### config.mk
export PLATFORM = sky130hd
export DESIGN_NAME = poh_byte_inserter
export DESIGN_NICKNAME = d
export VERILOG_FILES = /design/src/rtl/poh_pkg.sv /design/src/rtl/poh_trace_store.sv /design/src/rtl/poh_src_sel.sv /design/src/rtl/poh_rei_nibble.sv /design/src/rtl/poh_byte_inserter.sv
export SDC_FILE = /design/constraint.sdc
export NUM_CORES = 1
export LEC_CHECK = 0
export CORE_MARGIN = 2
export CORE_UTILIZATION = 40
export CTS_BUF_LIST = sky130_fd_sc_hd__clkbuf_2 sky130_fd_sc_hd__clkbuf_4 sky130_fd_sc_hd__clkbuf_8
export DETAILED_ROUTE_END_ITERATION = 12
export DONT_BUFFER_PORTS = 1
export PLACE_DENSITY = 0.67
export SLEW_MARGIN = 20
export SYNTH_ARGS = -nofsm -noshare
export SYNTH_HDL_FRONTEND = slang
export SYNTH_SLANG_ARGS = --single-unit
### constraint.sdc
create_clock -name clk -period 1.95 [get_ports clk]
set_input_delay 0.195 -clock clk [delete_from_list [all_inputs] [get_ports clk]]
set_output_delay 0.195 -clock clk [all_outputs]
set_load 0.03 [all_outputs]
### src/rtl/poh_pkg.sv
package poh_pkg;

  typedef enum logic [1:0] {
    OH_J1   = 2'd0,
    OH_C2   = 2'd1,
    OH_G1   = 2'd2,
    OH_NONE = 2'd3
  } oh_kind_e;

  // Fallback byte when no user or access source is selected.
  function automatic logic [7:0] fill_byte(input logic sel);
    return sel ? 8'hFF : 8'h00;
  endfunction

endpackage

### src/rtl/poh_trace_store.sv
module poh_trace_store #(
  parameter int DEPTH = 64,
  parameter int W     = 8,
  localparam int AW   = $clog2(DEPTH)
) (
  input  logic          clk,
  input  logic          rst_n,
  input  logic          wr_en,
  input  logic [AW-1:0] wr_addr,
  input  logic [W-1:0]  wr_data,
  input  logic          ins_en,
  input  logic          adv,
  output logic [W-1:0]  rd_data
);

  localparam logic [AW-1:0] LAST = AW'(DEPTH - 1);

  logic [W-1:0]  mem_q [DEPTH];
  logic [AW-1:0] ptr_q;
  logic [AW-1:0] ptr_eff;
  logic          en_q;
  logic          en_rise;

  assign en_rise = ins_en & ~en_q;
  assign ptr_eff = en_rise ? '0 : ptr_q;
  assign rd_data = mem_q[ptr_eff];

  for (genvar e = 0; e < DEPTH; e++) begin : g_entry
    always_ff @(posedge clk) begin
      if (!rst_n)
        mem_q[e] <= '0;
      else if (wr_en && wr_addr == AW'(e))
        mem_q[e] <= wr_data;
    end
  end

  always_ff @(posedge clk) begin
    if (!rst_n) begin
      ptr_q <= '0;
      en_q  <= 1'b0;
    end else begin
      en_q <= ins_en;
      if (adv)
        ptr_q <= (ptr_eff == LAST) ? '0 : ptr_eff + 1'b1;
      else if (en_rise)
        ptr_q <= '0;
    end
  end


  trace_wrap_chk: assert property (@(posedge clk) disable iff (!rst_n)
    (adv && !en_rise && ptr_q == LAST) |=> ptr_q == '0);


  trace_hold_chk: assert property (@(posedge clk) disable iff (!rst_n)
    (!adv && !en_rise) |=> $stable(ptr_q));


  trace_restart_chk: assert property (@(posedge clk) disable iff (!rst_n)
    (en_rise && adv) |=> ptr_q == AW'(1));

endmodule

### src/rtl/poh_src_sel.sv
module poh_src_sel
  import poh_pkg::*;
#(
  parameter int W = 8
) (
  input  logic         ins_en,
  input  logic [W-1:0] user_val,
  input  logic         oha_sel,
  input  logic [W-1:0] oha_val,
  input  logic         dflt_sel,
  output logic [W-1:0] out_val
);

  logic [W-1:0] dflt_val;

  assign dflt_val = W'(fill_byte(dflt_sel)) | (dflt_sel ? {W{1'b1}} : '0);

  always_comb begin
    if (ins_en)
      out_val = user_val;
    else if (oha_sel)
      out_val = oha_val;
    else
      out_val = dflt_val;
  end

endmodule

### src/rtl/poh_rei_nibble.sv
module poh_rei_nibble #(
  parameter int W          = 4,
  parameter int MAX_CNT    = 8,
  parameter int FORCE_CODE = 3
) (
  input  logic         clk,
  input  logic         rst_n,
  input  logic [W-1:0] cnt,
  input  logic         inhibit,
  input  logic [W-1:0] user_val,
  input  logic         force_req,
  input  logic         berr_en,
  input  logic         glob_en,
  output logic [W-1:0] nib
);

  localparam logic [W-1:0] MAXV = W'(MAX_CNT);
  localparam logic [W-1:0] FRCV = W'(FORCE_CODE);

  logic         force_act;
  logic [W-1:0] cnt_sat;

  assign force_act = force_req & berr_en & glob_en;
  assign cnt_sat   = (cnt > MAXV) ? MAXV : cnt;

  always_comb begin
    if (force_act)
      nib = FRCV;
    else if (inhibit)
      nib = user_val;
    else
      nib = cnt_sat;
  end


  rei_range_chk: assert property (@(posedge clk) disable iff (!rst_n)
    (!force_req && !inhibit) |-> nib <= MAXV);


  rei_gate_chk: assert property (@(posedge clk) disable iff (!rst_n)
    (!berr_en && inhibit) |-> nib == user_val);

endmodule

### src/rtl/poh_byte_inserter.sv
module poh_byte_inserter
  import poh_pkg::*;
#(
  parameter int TRACE_DEPTH = 64,
  parameter int BYTE_W      = 8,
  parameter int REI_W       = 4,
  parameter int REI_MAX     = 8,
  parameter int REI_FORCE   = 3,
  localparam int TAW        = $clog2(TRACE_DEPTH),
  localparam int LOW_W      = BYTE_W - REI_W
) (
  input  logic              clk,
  input  logic              rst_n,
  input  logic              j1_stb,
  input  logic              c2_stb,
  input  logic              g1_stb,
  input  logic              j1_ins_en,
  input  logic              j1_oha_sel,
  input  logic [BYTE_W-1:0] j1_oha_val,
  input  logic              c2_ins_en,
  input  logic [BYTE_W-1:0] c2_user,
  input  logic              c2_oha_sel,
  input  logic [BYTE_W-1:0] c2_oha_val,
  input  logic              dflt_sel,
  input  logic [REI_W-1:0]  rei_cnt,
  input  logic              rei_inhibit,
  input  logic [REI_W-1:0]  rei_user,
  input  logic              rei_force,
  input  logic              berr_ins_en,
  input  logic              glob_err_en,
  input  logic [LOW_W-1:0]  g1_low,
  input  logic              tr_wr_en,
  input  logic [TAW-1:0]    tr_wr_addr,
  input  logic [BYTE_W-1:0] tr_wr_data,
  output logic              oh_valid,
  output logic [1:0]        oh_kind,
  output logic [BYTE_W-1:0] oh_byte
);

  logic              sel_j1, sel_c2, sel_g1, any_stb;
  logic [BYTE_W-1:0] trace_byte, j1_byte, c2_byte, g1_byte;
  logic [REI_W-1:0]  rei_nib;
  logic              valid_q;
  oh_kind_e          kind_q;
  logic [BYTE_W-1:0] byte_q;

  assign sel_j1  = j1_stb;
  assign sel_c2  = c2_stb & ~j1_stb;
  assign sel_g1  = g1_stb & ~j1_stb & ~c2_stb;
  assign any_stb = j1_stb | c2_stb | g1_stb;

  poh_trace_store #(.DEPTH(TRACE_DEPTH), .W(BYTE_W)) u_trace (
    .clk     (clk),
    .rst_n   (rst_n),
    .wr_en   (tr_wr_en),
    .wr_addr (tr_wr_addr),
    .wr_data (tr_wr_data),
    .ins_en  (j1_ins_en),
    .adv     (sel_j1 & j1_ins_en),
    .rd_data (trace_byte)
  );

  poh_src_sel #(.W(BYTE_W)) u_j1_sel (
    .ins_en   (j1_ins_en),
    .user_val (trace_byte),
    .oha_sel  (j1_oha_sel),
    .oha_val  (j1_oha_val),
    .dflt_sel (dflt_sel),
    .out_val  (j1_byte)
  );

  poh_src_sel #(.W(BYTE_W)) u_c2_sel (
    .ins_en   (c2_ins_en),
    .user_val (c2_user),
    .oha_sel  (c2_oha_sel),
    .oha_val  (c2_oha_val),
    .dflt_sel (dflt_sel),
    .out_val  (c2_byte)
  );

  poh_rei_nibble #(.W(REI_W), .MAX_CNT(REI_MAX), .FORCE_CODE(REI_FORCE)) u_rei (
    .clk       (clk),
    .rst_n     (rst_n),
    .cnt       (rei_cnt),
    .inhibit   (rei_inhibit),
    .user_val  (rei_user),
    .force_req (rei_force),
    .berr_en   (berr_ins_en),
    .glob_en   (glob_err_en),
    .nib       (rei_nib)
  );

  assign g1_byte = {rei_nib, g1_low};

  always_ff @(posedge clk) begin
    if (!rst_n) begin
      valid_q <= 1'b0;
      kind_q  <= OH_NONE;
      byte_q  <= '0;
    end else begin
      valid_q <= any_stb;
      if (sel_j1) begin
        kind_q <= OH_J1;
        byte_q <= j1_byte;
      end else if (sel_c2) begin
        kind_q <= OH_C2;
        byte_q <= c2_byte;
      end else if (sel_g1) begin
        kind_q <= OH_G1;
        byte_q <= g1_byte;
      end
    end
  end

  assign oh_valid = valid_q;
  assign oh_kind  = kind_q;
  assign oh_byte  = byte_q;


  strobe_to_valid_chk: assert property (@(posedge clk) disable iff (!rst_n)
    any_stb |=> oh_valid);


  idle_no_valid_chk: assert property (@(posedge clk) disable iff (!rst_n)
    !any_stb |=> !oh_valid);


  j1_wins_chk: assert property (@(posedge clk) disable iff (!rst_n)
    j1_stb |=> oh_kind == 2'd0);


  c2_user_chk: assert property (@(posedge clk) disable iff (!rst_n)
    (c2_stb && !j1_stb && c2_ins_en) |=> oh_byte == $past(c2_user));


  rei_force_chk: assert property (@(posedge clk) disable iff (!rst_n)
    (sel_g1 && rei_force && berr_ins_en && glob_err_en)
      |=> oh_byte[BYTE_W-1:LOW_W] == REI_W'(REI_FORCE));


  g1_low_chk: assert property (@(posedge clk) disable iff (!rst_n)
    sel_g1 |=> oh_byte[LOW_W-1:0] == $past(g1_low));

endmodule

==> report_table.html, run 1 <==
<table>
<tr><th>Metric</th><th>Value</th></tr>
<tr><th colspan="2">STA</th></tr>
<tr><td>Count of final max-slew check failures</td><td>0</td></tr>
<tr><td>Setup-violating endpoint count in the final report</td><td>8</td></tr>
<tr><td>RSZ-0062 raised after global routing</td><td>yes</td></tr>
<tr><td>Skew final</td><td>0.0291 ns</td></tr>
<tr><td>Worst slew slack as a fraction of its limit</td><td>0.433</td></tr>
<tr><td>Worst hold margin</td><td>approximately 0.045 ns</td></tr>
<tr><td>Timing-limited maximum frequency</td><td>about 440 MHz</td></tr>
<tr><td>Post-layout worst setup margin</td><td>-0.306 ns</td></tr>
<tr><td>Final hold violation count</td><td>0</td></tr>
<tr><td>Measured slew at the worst slew-check pin</td><td>about 0.85 ns</td></tr>
<tr><td>Final critical-path required period</td><td>2.26 ns</td></tr>
<tr><td>Crit share post-route</td><td>1.16</td></tr>
<tr><th colspan="2">Global route</th></tr>
<tr><td>Antenna violations before repair</td><td>3</td></tr>
<tr><td>Global Route Usage Sum</td><td>0.228</td></tr>
<tr><td>Met2 track utilization from global routing</td><td>0.366</td></tr>
<tr><td>M1 GR Usage</td><td>0.310</td></tr>
<tr><td>Busiest layer in global routing</td><td>met2</td></tr>
<tr><td>Via count of the first global-routing pass</td><td>roughly 19000</td></tr>
<tr><td>Met3 Usage GRT</td><td>0.0413</td></tr>
<tr><td>Sum of overflow across all layers after global routing</td><td>0</td></tr>
<tr><td>Global-route wire length before repair</td><td>116000 µm</td></tr>
<tr><td>Maximum number of pins on one net before global-route repair</td><td>76</td></tr>
<tr><th colspan="2">Place</th></tr>
<tr><td>Final HPWL DP</td><td>50100 µm</td></tr>
<tr><td>Area after detailed placement</td><td>roughly 28000 µm²</td></tr>
<tr><td>Number of port buffers</td><td>0</td></tr>
<tr><td>Weighted congestion reported at the end of routability-driven placement</td><td>0.915</td></tr>
<tr><th colspan="2">Outcome</th></tr>
<tr><td>Violations in the final reports</td><td>negative setup slack</td></tr>
<tr><td>Outcome</td><td>finished with violations</td></tr>
<tr><th colspan="2">Die</th></tr>
<tr><td>Core Box Area</td><td>~65000 µm²</td></tr>
<tr><td>Overall die width</td><td>around 260 µm</td></tr>
<tr><td>Number of primary I/O pins</td><td>between 70 and 80</td></tr>
<tr><td>Starting density of the core</td><td>0.405</td></tr>
<tr><td>Die area</td><td>slightly below 70000 µm²</td></tr>
<tr><td>Die extent in y</td><td>260 µm</td></tr>
<tr><td>Site row count</td><td>93</td></tr>
<tr><th colspan="2">Setup path</th></tr>
<tr><td>Critical path start-end classification</td><td>register to register</td></tr>
<tr><td>Data arrival time at the worst-slack endpoint</td><td>~2.8 ns</td></tr>
<tr><td>WP data required</td><td>~2.5 ns</td></tr>
<tr><td>Critical Path, Cell by Cell</td><td>buf_12 -&gt; buf_8 -&gt; mux4_2 -&gt; o211ai_1 -&gt; nand4_1 -&gt; o31a_1</td></tr>
<tr><td>Worst path bufs/invs</td><td>2</td></tr>
<tr><td>Crit Path Max Fanout</td><td>6</td></tr>
<tr><td>Biggest cell delay along the critical path</td><td>0.51 ns</td></tr>
<tr><td>Type of element capturing the critical path</td><td>register</td></tr>
<tr><td>Critical-path cell with the highest stage delay</td><td>sky130_fd_sc_hd__mux4_2</td></tr>
<tr><td>Crit-path leading delay family</td><td>compound AO/OA/AOI/OAI gates</td></tr>
<tr><td>Element type at the critical path start</td><td>register</td></tr>
<tr><th colspan="2">Logic synthesis</th></tr>
<tr><td>Number of instances in the synthesized netlist</td><td>between 2000 and 2500</td></tr>
<tr><td>Yosys warns</td><td>0</td></tr>
<tr><td>Top-area cell type share of the netlist area</td><td>0.588</td></tr>
<tr><td>Proportion of synthesized chip area in sequential cells</td><td>0.601</td></tr>
<tr><td>Cell type with the highest aggregate area in the netlist</td><td>sky130_fd_sc_hd__edfxtp_1</td></tr>
<tr><td>Netlist Area Pre-Place</td><td>about 26000 µm²</td></tr>
<tr><td>Number of enable flip-flop cells after synthesis</td><td>roughly 510</td></tr>
<tr><td>Mean area per synthesized cell</td><td>12.1 µm²</td></tr>
<tr><td>Post-synth cell types</td><td>62</td></tr>
<tr><td>Most common cell in the synthesized netlist</td><td>sky130_fd_sc_hd__and2_1</td></tr>
<tr><td>Top cells by area in the synthesized netlist</td><td>sky130_fd_sc_hd__edfxtp_1 59%, sky130_fd_sc_hd__and2_1 12%, sky130_fd_sc_hd__mux2i_1 2.5%, sky130_fd_sc_hd__a21oi_1 2.3%, sky130_fd_sc_hd__nand2_1 2.0%</td></tr>
<tr><td>Most used flip-flop cell after synthesis</td><td>sky130_fd_sc_hd__edfxtp_1</td></tr>
<tr><td>Post-synthesis register bit count</td><td>530</td></tr>
<tr><td>Ranking of synthesized cells by instance count</td><td>515 x sky130_fd_sc_hd__and2_1, 512 x sky130_fd_sc_hd__edfxtp_1, 138 x sky130_fd_sc_hd__nand2_1, 119 x sky130_fd_sc_hd__a21oi_1</td></tr>
<tr><td>Fraction of registers with async set/reset</td><td>0</td></tr>
<tr><td>Synthesized Nets</td><td>between 2000 and 2500</td></tr>
<tr><th colspan="2">Clocking</th></tr>
<tr><td>H-tree depth</td><td>3</td></tr>
<tr><td>Max Root-Sink Buffers</td><td>3</td></tr>
<tr><td>Worst-Skew Late Latency</td><td>0.70 ns</td></tr>
<tr><td>Clock-pin slew of the registers on the worst-case setup and hold paths</td><td>approximately 0.060 ns</td></tr>
<tr><td>Number of buffers created by CTS</td><td>about 90</td></tr>
<tr><td>Root Driver</td><td>sky130_fd_sc_hd__clkbuf_8</td></tr>
<tr><td>Clock Sink Count</td><td>between 500 and 600</td></tr>
<tr><td>TritonCTS clock tree</td><td>built</td></tr>
<tr><th colspan="2">Route</th></tr>
<tr><td>Via density</td><td>approximately 5.8</td></tr>
<tr><td>Number of iterations in the first detailed-routing pass</td><td>6</td></tr>
<tr><td>Antenna Violating Nets Remaining</td><td>0</td></tr>
<tr><td>DRC violation count after routing</td><td>0</td></tr>
<tr><td>DR WL/cell</td><td>approximately 23 µm</td></tr>
<tr><td>Vias after detailed routing</td><td>slightly below 20000</td></tr>
<tr><td>Initial DRC count</td><td>~2400</td></tr>
<tr><td>Wire length after detailed routing</td><td>approximately 78000 µm</td></tr>
<tr><th colspan="2">Power and ir drop</th></tr>
<tr><td>Pwr Density</td><td>809 nW/µm²</td></tr>
<tr><td>IR drop worst, VDD</td><td>about 570 µV</td></tr>
<tr><td>Total power draw</td><td>about 25 mW</td></tr>
<tr><td>P_leak</td><td>11.0 nW</td></tr>
<tr><th colspan="2">Min path</th></tr>
<tr><td>Hold Crit Class</td><td>input port to register</td></tr>
<tr><th colspan="2">Final layout</th></tr>
<tr><td>Area Overhead vs Synth</td><td>20.1%</td></tr>
<tr><td>Number of nets at the end of the flow</td><td>2463</td></tr>
<tr><td>Non-Filler Cell Area, Final</td><td>between 30000 and 40000 µm²</td></tr>
<tr><td>Share of cells above drive strength 1</td><td>0.228</td></tr>
<tr><th colspan="2">Job</th></tr>
<tr><td>Number of max-cap violations</td><td>0</td></tr>
</table>
==> cell usage in the layout, fill, tap and decap left out, types with 20 or more instances in the layout <==
cell	count
sky130_fd_sc_hd__edfxtp_1	512
sky130_fd_sc_hd__clkbuf_4	29
sky130_fd_sc_hd__a21oi_1	110
sky130_fd_sc_hd__nor2_1	83
sky130_fd_sc_hd__buf_4	244
sky130_fd_sc_hd__a22oi_1	38
sky130_fd_sc_hd__clkbuf_8	90
sky130_fd_sc_hd__buf_12	20
sky130_fd_sc_hd__o211ai_1	47
sky130_fd_sc_hd__mux2i_1	62
sky130_fd_sc_hd__o21ai_0	82
sky130_fd_sc_hd__a2bb2oi_1	38
sky130_fd_sc_hd__and2_1	516
sky130_fd_sc_hd__dlygate4sd3_1	27
sky130_fd_sc_hd__clkinv_1	31
sky130_fd_sc_hd__nand2_1	136
sky130_fd_sc_hd__o221ai_1	34
sky130_fd_sc_hd__mux4_2	20
sky130_fd_sc_hd__mux2_2	40
sky130_fd_sc_hd__nand3_1	65
==> kinds of logic after synthesis <==
group	Yosys count	share of synthesized area
compound gates	444	0.115
xor+xnor	3	0.00100
fa+ha+maj	1	0.000478
buf+inv	192	0.0352
flops	530	0.601
mux	129	0.0630
simple gates	870	0.184
==> timing repair <==
action,4_1_cts,5_1_grt
gates resized for setup,51,37
setup endpoints to repair,13,10
pin swaps,17,17
buffers inserted,26,3
hold buffers,37,0
gates cloned,2,0
endpoints found under the hold margin,1041,0
==> final timing paths <==
path                          startpoint                           to  slack, ns  cells after the start
min                           c2_oha_sel      oh_byte[1]$_SDFFE_PN0P_       0.04                      5
min reg2reg  u_trace.ptr_q[4]$_SDFF_PN0_  u_trace.ptr_q[5]$_SDFF_PN0_       0.66                      2
max reg2reg  u_trace.ptr_q[2]$_SDFF_PN0_      oh_byte[1]$_SDFFE_PN0P_      -0.31                      6
max          u_trace.ptr_q[2]$_SDFF_PN0_      oh_byte[1]$_SDFFE_PN0P_      -0.31                      6
==> worst min-delay path, stage by stage <==
cell and delay, ns:
sky130_fd_sc_hd__nand2_1 0.04, sky130_fd_sc_hd__a31oi_1 0.12, sky130_fd_sc_hd__nor2_1 0.09, sky130_fd_sc_hd__nor3_1 0.09, sky130_fd_sc_hd__o31a_1 0.12
==> registers in the layout, indices dropped and copies added (netlist names) <==
name and flops:
u_trace.en_q 1, u_trace.ptr_q 6, oh_byte 8, u_trace.mem_q 512, oh_valid 1, oh_kind 2
==> layer usage <==
metal  vias to the layer above  share of wire
li1                       8477              -
met1                      9592           0.41
met2                      1026           0.47
met3                       189          0.089
met4                         0          0.034
met5                         -              0
==> area by class of cell <==
cell class | instances | area (µm²)
fillers | 5623 | 33200
flip-flops and latches | 530 | 15700
multi-input cells | 1447 | 9840
repair buffers | 318 | 3010
clock buffers | 119 | 1460
well taps | 855 | 1070
clock inverters | 44 | 253
inverters | 12 | 45.0
diodes | 4 | 10.0
==> report_power, final <==
part / internal [mW] / total [mW] / switching (mW)
registers: 13.1 / 13.3 / 0.281
clock network: 5.02 / 9.66 / 4.64
logic: 0.982 / 2.41 / 1.43
==> per-stage QoR <==
step | TNS [ns] | setup WS (ns) | util | std cells
after floorplan | 0 | 0.0307 | - | 2169
after global placement | -2.71 | -0.462 | 0.441 | 3095
after detailed placement | -2.94 | -0.466 | 0.441 | 3095
after CTS | -1.78 | -0.279 | 0.484 | 3322
after global routing | -2.26 | -0.313 | 0.487 | 3325
final | -2.01 | -0.306 | 0.487 | 3329
Note: power is estimated with default switching activity, not from simulation.
==> run 2: changes to the inputs <==
- CORE_ASPECT_RATIO: unset -> 0.5
- CTS_CLUSTER_DIAMETER: unset -> 60
==> report_table.html, run 2 (same netlist as run 1, synthesis figures left out) <==
<table>
<tr><th>Metric</th><th>Value</th></tr>
<tr><th colspan="2">Final layout</th></tr>
<tr><td>Share of cells above drive strength 1</td><td>0.235 (was 0.228)</td></tr>
<tr><td>Final cell utilization of the core</td><td>0.484 (was 0.487)</td></tr>
<tr><td>Commonest non-fill, non-tap cell in the layout</td><td>sky130_fd_sc_hd__and2_1 (unchanged)</td></tr>
<tr><td>Most used cells in the layout excluding fill and tap cells</td><td>515 x sky130_fd_sc_hd__and2_1, 512 x sky130_fd_sc_hd__edfxtp_1, 234 x sky130_fd_sc_hd__buf_4, 135 x sky130_fd_sc_hd__nand2_1, 98 x sky130_fd_sc_hd__a21oi_1 (was 516 x sky130_fd_sc_hd__and2_1, 512 x sky130_fd_sc_hd__edfxtp_1, 244 x sky130_fd_sc_hd__buf_4, 136 x sky130_fd_sc_hd__nand2_1, 110 x sky130_fd_sc_hd__a21oi_1)</td></tr>
<tr><td>Area Overhead vs Synth</td><td>19.8% (was 20.1%)</td></tr>
<tr><td>Final-layout fill cell count</td><td>5593 (was 5623)</td></tr>
<tr><td>Register containing the most flip-flops in the final layout</td><td>u_trace.mem_q (unchanged)</td></tr>
<tr><td>Max FFs per register</td><td>512 (unchanged)</td></tr>
<tr><td>Number of nets at the end of the flow</td><td>2441 (was 2463)</td></tr>
<tr><td>Register cell area after layout</td><td>15700 µm² (about the same)</td></tr>
<tr><td>Area taken by multi-input logic gates</td><td>9940 µm² (was 9840 µm²)</td></tr>
<tr><th colspan="2">Power and ir drop</th></tr>
<tr><td>Part of the power in the clock network</td><td>0.368 (was 0.380)</td></tr>
<tr><td>Switching power total</td><td>6.08 mW (was 6.35 mW)</td></tr>
<tr><td>Share of total power in combinational logic</td><td>0.097 (was 0.095)</td></tr>
<tr><td>Internal power summed over all cells</td><td>18.9 mW (was 19.1 mW)</td></tr>
<tr><td>Pwr Density</td><td>796 nW/µm² (was 809 nW/µm²)</td></tr>
<tr><td>IR drop worst, VDD</td><td>436 µV (was 567 µV)</td></tr>
<tr><td>Sequential share of power</td><td>0.534 (was 0.525)</td></tr>
<tr><td>Net switching fraction of the power</td><td>0.244 (was 0.250)</td></tr>
<tr><td>P_leak</td><td>11.0 nW (about the same)</td></tr>
<tr><th colspan="2">Clocking</th></tr>
<tr><td>Max Root-Sink Buffers</td><td>3 (unchanged)</td></tr>
<tr><td>Worst-Skew Late Latency</td><td>0.68 ns (was 0.70 ns)</td></tr>
<tr><td>Clock Sink Count</td><td>530 (unchanged)</td></tr>
<tr><td>Number of buffers created by CTS</td><td>82 (was 88)</td></tr>
<tr><td>Clock-pin slew of the registers on the worst-case setup and hold paths</td><td>0.06 ns (about the same)</td></tr>
<tr><td>H-tree depth</td><td>3 (unchanged)</td></tr>
<tr><td>Root Driver</td><td>sky130_fd_sc_hd__clkbuf_8 (unchanged)</td></tr>
<tr><td>TritonCTS clock tree</td><td>built (unchanged)</td></tr>
<tr><th colspan="2">STA</th></tr>
<tr><td>Worst slew slack as a fraction of its limit</td><td>0.413 (was 0.433)</td></tr>
<tr><td>Post-layout worst setup margin</td><td>-0.279 ns (was -0.306 ns)</td></tr>
<tr><td>RSZ-0062 raised after global routing</td><td>yes (unchanged)</td></tr>
<tr><td>Measured slew at the worst slew-check pin</td><td>0.880 ns (was 0.851 ns)</td></tr>
<tr><td>Count of final max-slew check failures</td><td>0 (unchanged)</td></tr>
<tr><td>Setup-violating endpoint count in the final report</td><td>8 (unchanged)</td></tr>
<tr><td>Final critical-path required period</td><td>2.23 ns (was 2.26 ns)</td></tr>
<tr><td>Final hold violation count</td><td>0 (unchanged)</td></tr>
<tr><td>Crit share post-route</td><td>1.14 (was 1.16)</td></tr>
<tr><td>Skew final</td><td>0.0243 ns (was 0.0291 ns)</td></tr>
<tr><td>Timing-limited maximum frequency</td><td>449 MHz (was 443 MHz)</td></tr>
<tr><th colspan="2">Job</th></tr>
<tr><td>Number of max-cap violations</td><td>0 (unchanged)</td></tr>
<tr><th colspan="2">Setup path</th></tr>
<tr><td>Endpoint of the lowest-slack register-to-register path</td><td>oh_byte[6]$_SDFFE_PN0P_ (was oh_byte[1]$_SDFFE_PN0P_)</td></tr>
<tr><td>Reg-to-reg setup timing slack</td><td>-0.28 ns (was -0.31 ns)</td></tr>
<tr><td>Biggest cell delay along the critical path</td><td>0.54 ns (was 0.51 ns)</td></tr>
<tr><td>Critical path start-end classification</td><td>register to register (unchanged)</td></tr>
<tr><td>Reg2Reg Depth</td><td>5 (was 6)</td></tr>
<tr><td>Crit-path leading delay family</td><td>compound AO/OA/AOI/OAI gates (unchanged)</td></tr>
<tr><td>Reg2Reg Launch Point</td><td>u_trace.ptr_q[1]$_SDFF_PN0_ (was u_trace.ptr_q[2]$_SDFF_PN0_)</td></tr>
<tr><td>WP data required</td><td>2.50 ns (was 2.51 ns)</td></tr>
<tr><td>Critical Path, Cell by Cell</td><td>buf_12 -&gt; mux4_2 -&gt; o211ai_1 -&gt; nand4_1 -&gt; o31a_1 (was buf_12 -&gt; buf_8 -&gt; mux4_2 -&gt; o211ai_1 -&gt; nand4_1 -&gt; o31a_1)</td></tr>
<tr><td>Type of element capturing the critical path</td><td>register (unchanged)</td></tr>
<tr><td>Worst path bufs/invs</td><td>1 (was 2)</td></tr>
<tr><td>Data arrival time at the worst-slack endpoint</td><td>2.78 ns (was 2.82 ns)</td></tr>
<tr><td>Element type at the critical path start</td><td>register (unchanged)</td></tr>
<tr><td>Crit Path Max Fanout</td><td>5 (was 6)</td></tr>
<tr><td>Critical-path cell with the highest stage delay</td><td>sky130_fd_sc_hd__mux4_2 (unchanged)</td></tr>
<tr><th colspan="2">Outcome</th></tr>
<tr><td>Outcome</td><td>finished with violations (unchanged)</td></tr>
<tr><td>Violations in the final reports</td><td>negative setup slack (unchanged)</td></tr>
<tr><th colspan="2">Die</th></tr>
<tr><td>Starting density of the core</td><td>0.404 (was 0.405)</td></tr>
<tr><td>Die area</td><td>67600 µm² (was 67500 µm²)</td></tr>
<tr><td>Die extent in y</td><td>185 µm (was 260 µm)</td></tr>
<tr><td>Number of primary I/O pins</td><td>76 (unchanged)</td></tr>
<tr><td>Overall die width</td><td>366 µm (was 260 µm)</td></tr>
<tr><td>Core Box Area</td><td>64800 µm² (was 64600 µm²)</td></tr>
<tr><td>Site row count</td><td>66 (was 93)</td></tr>
<tr><th colspan="2">Global route</th></tr>
<tr><td>Maximum number of pins on one net before global-route repair</td><td>75 (was 76)</td></tr>
<tr><td>Antenna violations before repair</td><td>1 (was 3)</td></tr>
<tr><td>Via count of the first global-routing pass</td><td>17963 (was 18911)</td></tr>
<tr><td>Sum of overflow across all layers after global routing</td><td>0 (unchanged)</td></tr>
<tr><td>Global-route wire length before repair</td><td>113000 µm (was 116000 µm)</td></tr>
<tr><td>Global Route Usage Sum</td><td>0.225 (was 0.228)</td></tr>
<tr><th colspan="2">Route</th></tr>
<tr><td>Via density</td><td>5.70 (was 5.79)</td></tr>
<tr><td>Wire length after detailed routing</td><td>76500 µm (was 77800 µm)</td></tr>
<tr><td>Number of iterations in the first detailed-routing pass</td><td>5 (was 6)</td></tr>
<tr><td>Antenna Violating Nets Remaining</td><td>0 (unchanged)</td></tr>
<tr><td>Vias after detailed routing</td><td>18914 (was 19284)</td></tr>
<tr><td>DR WL/cell</td><td>23.0 µm (was 23.4 µm)</td></tr>
<tr><td>DRC violation count after routing</td><td>0 (unchanged)</td></tr>
<tr><td>Initial DRC count</td><td>2282 (was 2351)</td></tr>
<tr><th colspan="2">Place</th></tr>
<tr><td>Final HPWL DP</td><td>48400 µm (was 50100 µm)</td></tr>
<tr><td>Weighted congestion reported at the end of routability-driven placement</td><td>0.895 (was 0.915)</td></tr>
<tr><td>Pre-CTS setup slack</td><td>-0.363 ns (was -0.466 ns)</td></tr>
<tr><td>Number of port buffers</td><td>0 (unchanged)</td></tr>
<tr><th colspan="2">Min path</th></tr>
<tr><td>Hold Crit Class</td><td>input port to register (unchanged)</td></tr>
<tr><td>Number of stages on the worst hold path</td><td>2 (was 5)</td></tr>
<tr><td>Worst Hold Launch</td><td>tr_wr_data[7] (was c2_oha_sel)</td></tr>
<tr><td>Endpoint with the worst hold slack</td><td>u_trace.mem_q[38][7]$_SDFFCE_PN0P_ (was oh_byte[1]$_SDFFE_PN0P_)</td></tr>
</table>
run 2: changes by cell type in the layout (fill, tap and decap cells not counted), moves of 4 or more:
cell / delta
sky130_fd_sc_hd__clkinv_1: -15
sky130_fd_sc_hd__dlygate4sd3_1: -13
sky130_fd_sc_hd__a21oi_1: -12
sky130_fd_sc_hd__a21oi_2: +12
sky130_fd_sc_hd__buf_4: -10
sky130_fd_sc_hd__o221ai_1: -6
sky130_fd_sc_hd__o221ai_2: +6
sky130_fd_sc_hd__mux2_2: -5
sky130_fd_sc_hd__mux2_4: +5
sky130_fd_sc_hd__clkbuf_8: -4
sky130_fd_sc_hd__mux2i_1: -4
sky130_fd_sc_hd__mux2i_2: +4
run 2: metrics by stage:
step | hold slack [ns] | instances | power (mW) | instance area (µm²) | TNS [ns]
floorplan | 0.356 | 2169 | 14.7 | 26200 | 0
global placement | 0.305 | 3124 | 15.4 | 28500 | -2.14
detailed placement | 0.314 | 3124 | 15.4 | 28500 | -2.26
CTS | 0.00747 | 3316 | 24.9 | 31100 | -1.65
global route | 0.00681 | 3319 | 25.7 | 31300 | -2.11
finish | 0.0149 | 3320 | 25.0 | 31300 | -1.84
run 2: how the worst max path moves through the flow:
stage | end | cells past startpoint | from
final | oh_byte[6]$_SDFFE_PN0P_ | 5 | u_trace.ptr_q[1]$_SDFF_PN0_
after global routing | oh_byte[6]$_SDFFE_PN0P_ | 9 | u_trace.ptr_q[0]$_SDFF_PN0_
after CTS | oh_byte[7]$_SDFFE_PN0P_ | 8 | u_trace.ptr_q[0]$_SDFF_PN0_
after detailed placement | oh_byte[6]$_SDFFE_PN0P_ | 6 | u_trace.ptr_q[0]$_SDFF_PN0_
after global placement | oh_byte[4]$_SDFFE_PN0P_ | 9 | u_trace.ptr_q[0]$_SDFF_PN0_
after floorplan | oh_byte[7]$_SDFFE_PN0P_ | 9 | u_trace.ptr_q[0]$_SDFF_PN0_
run 2: metal layers:
| layer | global-route usage | wire length [µm] |
|---|---|---|
| met1 | 0.317 | 32600 |
| met2 | 0.341 | 34100 |
| met3 | 0.0514 | 7300 |
| met4 | 0.0818 | 2500 |
| met5 | 0 | 0 |
run 2: final cells by class:
| type | count | area share |
|---|---|---|
| inverters | 12 | 0.00160 |
| repair buffers | 302 | 0.0938 |
| multi-input cells | 1447 | 0.317 |
| clock buffers | 118 | 0.0454 |
| diodes | 2 | 0.000160 |
| flip-flops and latches | 530 | 0.502 |
| clock inverters | 25 | 0.00447 |
| well taps | 884 | 0.0353 |
run 2: power groups by stage:
stage	combinational [mW]	clock, mW	sequential (mW)
global route	2.55	9.73	13.4
finish	2.43	9.20	13.3
detailed placement	1.85	0	13.6
CTS	2.34	9.26	13.3
global placement	1.81	0	13.5
floorplan	1.27	0	13.5
run 2: repair_timing:
action / CTS / global route
setup endpoints to repair: 11 / 12
gates resized for setup: 88 / 39
setup buffers: 24 / 1
cloned: 2 / 1
pin swaps: 40 / 20
hold buffers: 23 / 0
hold endpoints to repair: 1036 / 0
==> run 3: changes to the inputs <==
==> constraint.sdc (replaced) <==
create_clock -name clk -period 1.95 [get_ports clk]
set_input_delay 0.2925 -clock clk [delete_from_list [all_inputs] [get_ports clk]]
set_output_delay 0.2925 -clock clk [all_outputs]
set_load 0.03 [all_outputs]
==> report_table.html, run 3 (same netlist as run 1, synthesis figures left out) <==
<table>
<tr><th>Metric</th><th>Value</th></tr>
<tr><th colspan="2">Outcome</th></tr>
<tr><td>Outcome</td><td>finished with violations (unchanged)</td></tr>
<tr><td>Violations in the final reports</td><td>negative setup slack (unchanged)</td></tr>
<tr><th colspan="2">Clocking</th></tr>
<tr><td>Number of buffers created by CTS</td><td>81 (was 82)</td></tr>
<tr><td>Clock Sink Count</td><td>530 (unchanged)</td></tr>
<tr><td>Clock-pin slew of the registers on the worst-case setup and hold paths</td><td>0.06 ns (about the same)</td></tr>
<tr><td>Max Root-Sink Buffers</td><td>3 (unchanged)</td></tr>
<tr><td>TritonCTS clock tree</td><td>built (unchanged)</td></tr>
<tr><td>H-tree depth</td><td>3 (unchanged)</td></tr>
<tr><td>Root Driver</td><td>sky130_fd_sc_hd__clkbuf_8 (unchanged)</td></tr>
<tr><td>Worst-Skew Late Latency</td><td>0.68 ns (about the same)</td></tr>
<tr><th colspan="2">STA</th></tr>
<tr><td>Setup-violating endpoint count in the final report</td><td>8 (unchanged)</td></tr>
<tr><td>Measured slew at the worst slew-check pin</td><td>0.588 ns (was 0.880 ns)</td></tr>
<tr><td>Timing-limited maximum frequency</td><td>458 MHz (was 449 MHz)</td></tr>
<tr><td>Worst slew slack as a fraction of its limit</td><td>0.606 (was 0.413)</td></tr>
<tr><td>Skew final</td><td>0.0257 ns (was 0.0243 ns)</td></tr>
<tr><td>Final total negative setup slack</td><td>-1.63 ns (was -1.84 ns)</td></tr>
<tr><td>Final critical-path required period</td><td>2.18 ns (was 2.23 ns)</td></tr>
<tr><td>RSZ-0062 raised after global routing</td><td>yes (unchanged)</td></tr>
<tr><td>Final hold violation count</td><td>0 (unchanged)</td></tr>
<tr><td>Worst hold margin</td><td>0.0471 ns (was 0.0149 ns)</td></tr>
<tr><td>Post-layout worst setup margin</td><td>-0.234 ns (was -0.279 ns)</td></tr>
<tr><td>Crit share post-route</td><td>1.12 (was 1.14)</td></tr>
<tr><td>Count of final max-slew check failures</td><td>0 (unchanged)</td></tr>
<tr><th colspan="2">Global route</th></tr>
<tr><td>Antenna violations before repair</td><td>2 (was 1)</td></tr>
<tr><td>Met2 track utilization from global routing</td><td>0.339 (was 0.341)</td></tr>
<tr><td>Maximum number of pins on one net before global-route repair</td><td>76 (was 75)</td></tr>
<tr><td>Sum of overflow across all layers after global routing</td><td>0 (unchanged)</td></tr>
<tr><td>Busiest layer in global routing</td><td>met2 (unchanged)</td></tr>
<tr><td>M1 GR Usage</td><td>0.316 (was 0.317)</td></tr>
<tr><td>Met3 Usage GRT</td><td>0.0485 (was 0.0514)</td></tr>
<tr><td>Global Route Usage Sum</td><td>0.224 (was 0.225)</td></tr>
<tr><td>Via count of the first global-routing pass</td><td>17883 (was 17963)</td></tr>
<tr><td>Global-route wire length before repair</td><td>112000 µm (was 113000 µm)</td></tr>
<tr><th colspan="2">Place</th></tr>
<tr><td>Number of port buffers</td><td>0 (unchanged)</td></tr>
<tr><td>Final HPWL DP</td><td>48400 µm (about the same)</td></tr>
<tr><td>Weighted congestion reported at the end of routability-driven placement</td><td>0.926 (was 0.895)</td></tr>
<tr><th colspan="2">Die</th></tr>
<tr><td>Site row count</td><td>66 (unchanged)</td></tr>
<tr><td>Overall die width</td><td>366 µm (unchanged)</td></tr>
<tr><td>Die extent in y</td><td>185 µm (unchanged)</td></tr>
<tr><td>Core Box Area</td><td>64800 µm² (unchanged)</td></tr>
<tr><td>Die area</td><td>67600 µm² (unchanged)</td></tr>
<tr><td>Starting density of the core</td><td>0.404 (unchanged)</td></tr>
<tr><td>Number of primary I/O pins</td><td>76 (unchanged)</td></tr>
<tr><th colspan="2">Route</th></tr>
<tr><td>Wire length after detailed routing</td><td>76300 µm (was 76500 µm)</td></tr>
<tr><td>DRC violation count after routing</td><td>0 (unchanged)</td></tr>
<tr><td>Number of iterations in the first detailed-routing pass</td><td>6 (was 5)</td></tr>
<tr><td>Vias after detailed routing</td><td>18760 (was 18914)</td></tr>
<tr><td>Initial DRC count</td><td>2224 (was 2282)</td></tr>
<tr><td>Antenna Violating Nets Remaining</td><td>0 (unchanged)</td></tr>
<tr><td>DR WL/cell</td><td>23.0 µm (about the same)</td></tr>
<tr><td>Via density</td><td>5.65 (was 5.70)</td></tr>
<tr><th colspan="2">Final layout</th></tr>
<tr><td>Final-layout fill cell count</td><td>5540 (was 5593)</td></tr>
<tr><td>Area Overhead vs Synth</td><td>20.3% (was 19.8%)</td></tr>
<tr><td>Number of nets at the end of the flow</td><td>2443 (was 2441)</td></tr>
<tr><td>Register containing the most flip-flops in the final layout</td><td>u_trace.mem_q (unchanged)</td></tr>
<tr><td>Share of cells above drive strength 1</td><td>0.243 (was 0.235)</td></tr>
<tr><td>Final cell utilization of the core</td><td>0.486 (was 0.484)</td></tr>
<tr><td>Max FFs per register</td><td>512 (unchanged)</td></tr>
<tr><td>Most used cells in the layout excluding fill and tap cells</td><td>515 x sky130_fd_sc_hd__and2_1, 512 x sky130_fd_sc_hd__edfxtp_1, 247 x sky130_fd_sc_hd__buf_4, 133 x sky130_fd_sc_hd__nand2_1, 96 x sky130_fd_sc_hd__a21oi_1 (was 515 x sky130_fd_sc_hd__and2_1, 512 x sky130_fd_sc_hd__edfxtp_1, 234 x sky130_fd_sc_hd__buf_4, 135 x sky130_fd_sc_hd__nand2_1, 98 x sky130_fd_sc_hd__a21oi_1)</td></tr>
<tr><td>Commonest non-fill, non-tap cell in the layout</td><td>sky130_fd_sc_hd__and2_1 (unchanged)</td></tr>
<tr><th colspan="2">Setup path</th></tr>
<tr><td>Critical path start-end classification</td><td>register to register (unchanged)</td></tr>
<tr><td>Data arrival time at the worst-slack endpoint</td><td>2.75 ns (was 2.78 ns)</td></tr>
<tr><td>Reg2Reg Launch Point</td><td>u_trace.ptr_q[0]$_SDFF_PN0_ (was u_trace.ptr_q[1]$_SDFF_PN0_)</td></tr>
<tr><td>Biggest cell delay along the critical path</td><td>0.41 ns (was 0.54 ns)</td></tr>
<tr><td>Element type at the critical path start</td><td>register (unchanged)</td></tr>
<tr><td>Crit-path leading delay family</td><td>buffers and inverters (was compound AO/OA/AOI/OAI gates)</td></tr>
<tr><td>Critical Path, Cell by Cell</td><td>buf_12 -&gt; inv_2 -&gt; buf_12 -&gt; buf_4 -&gt; a2bb2oi_2 -&gt; o221ai_2 -&gt; o211ai_1 -&gt; buf_4 -&gt; nand4_1 -&gt; o31a_1 (was buf_12 -&gt; mux4_2 -&gt; o211ai_1 -&gt; nand4_1 -&gt; o31a_1)</td></tr>
<tr><td>Critical-path cell with the highest stage delay</td><td>sky130_fd_sc_hd__dfxtp_4 (was sky130_fd_sc_hd__mux4_2)</td></tr>
<tr><td>Type of element capturing the critical path</td><td>register (unchanged)</td></tr>
<tr><td>WP data required</td><td>2.52 ns (was 2.50 ns)</td></tr>
<tr><td>Crit Path Max Fanout</td><td>21 (was 5)</td></tr>
<tr><td>Launching instance or port of the critical path</td><td>u_trace.ptr_q[0]$_SDFF_PN0_ (was u_trace.ptr_q[1]$_SDFF_PN0_)</td></tr>
<tr><td>Worst path bufs/invs</td><td>5 (was 1)</td></tr>
<tr><th colspan="2">Power and ir drop</th></tr>
<tr><td>IR drop worst, VDD</td><td>444 µV (was 436 µV)</td></tr>
<tr><td>Pwr Density</td><td>785 nW/µm² (was 796 nW/µm²)</td></tr>
<tr><td>P_leak</td><td>11.0 nW (about the same)</td></tr>
<tr><th colspan="2">Min path</th></tr>
<tr><td>Worst Hold Launch</td><td>j1_stb (was tr_wr_data[7])</td></tr>
<tr><td>Hold Crit Class</td><td>input port to register (unchanged)</td></tr>
<tr><th colspan="2">Job</th></tr>
<tr><td>Number of max-cap violations</td><td>0 (unchanged)</td></tr>
</table>
==> run 3: changes by cell type in the layout (fill, tap and decap cells not counted), sizes merged <==
cell and change:
clkinv +11, clkinvlp -2, buf +7, diode -1
inv +1, clkbuf -9, dlygate4sd3 -4, bufinv -1
==> run 3: repair_timing <==
item | in CTS | in global routing
gates resized for setup | 89 | 50
cloned | 3 | 1
hold endpoints to repair | 1015 | 0
endpoints found under the setup margin | 11 | 13
setup buffers | 10 | 3
pin swaps | 44 | 31
hold buffers | 19 | 0
==> run 3: power by group <==
group          total, mW  internal (mW)  switching [mW]
Clock               8.90           4.52            4.38
Combinational       2.47           1.03            1.44
Sequential          13.3           13.1           0.284
==> run 3: final timing paths <==
kind | depth (start not counted) | slack (ns) | to
setup / recovery | 10 | -0.23 | oh_byte[6]$_SDFFE_PN0P_
hold / removal | 3 | 0.05 | oh_byte[4]$_SDFFE_PN0P_
hold reg to reg | 2 | 0.57 | u_trace.ptr_q[5]$_SDFF_PN0_
setup reg to reg | 10 | -0.23 | oh_byte[6]$_SDFFE_PN0P_
==> run 3: area by class of cell <==
class	count	area, µm²	share of cell area
Inverter	12	45.0	0.00143
Clock buffer	109	1360	0.0433
Antenna cell	1	2.50	0.0000795
Multi-Input combinational cell	1447	10100	0.322
Timing Repair Buffer	305	2950	0.0936
Tap cell	884	1110	0.0351
Clock inverter	34	148	0.00469
Sequential cell	530	15700	0.500
==> run 3: per-stage QoR <==
stage | cells | cell area [µm²] | worst slack (ns) | power (mW)
5_1_grt | 3322 | 31500 | -0.296 | 25.4
3_3_place_gp | 3142 | 28700 | -0.336 | 15.4
2_1_floorplan | 2169 | 26200 | -0.0388 | 14.7
6_report | 3322 | 31500 | -0.234 | 24.7
4_1_cts | 3317 | 31200 | -0.212 | 24.7
3_5_place_dp | 3142 | 28700 | -0.339 | 15.4
==> run 3: worst register-to-register path, stage by stage, from the launching register on <==
cell                        delay, ns
sky130_fd_sc_hd__dfxtp_4         0.41
sky130_fd_sc_hd__buf_12          0.17
sky130_fd_sc_hd__inv_2           0.10
sky130_fd_sc_hd__buf_12          0.17
sky130_fd_sc_hd__buf_4           0.18
sky130_fd_sc_hd__a2bb2oi_2       0.13
sky130_fd_sc_hd__o221ai_2        0.14
sky130_fd_sc_hd__o211ai_1        0.17
sky130_fd_sc_hd__buf_4           0.17
sky130_fd_sc_hd__nand4_1         0.13
sky130_fd_sc_hd__o31a_1          0.31
==> run 3: layer usage <==
metal	share of wire	vias to the layer above	wire length, µm
met3	0.091	166	6960
li1	-	8434	-
met4	0.035	2	2660
met2	0.44	929	33900
met5	0.00017	-	13
met1	0.43	9229	32800
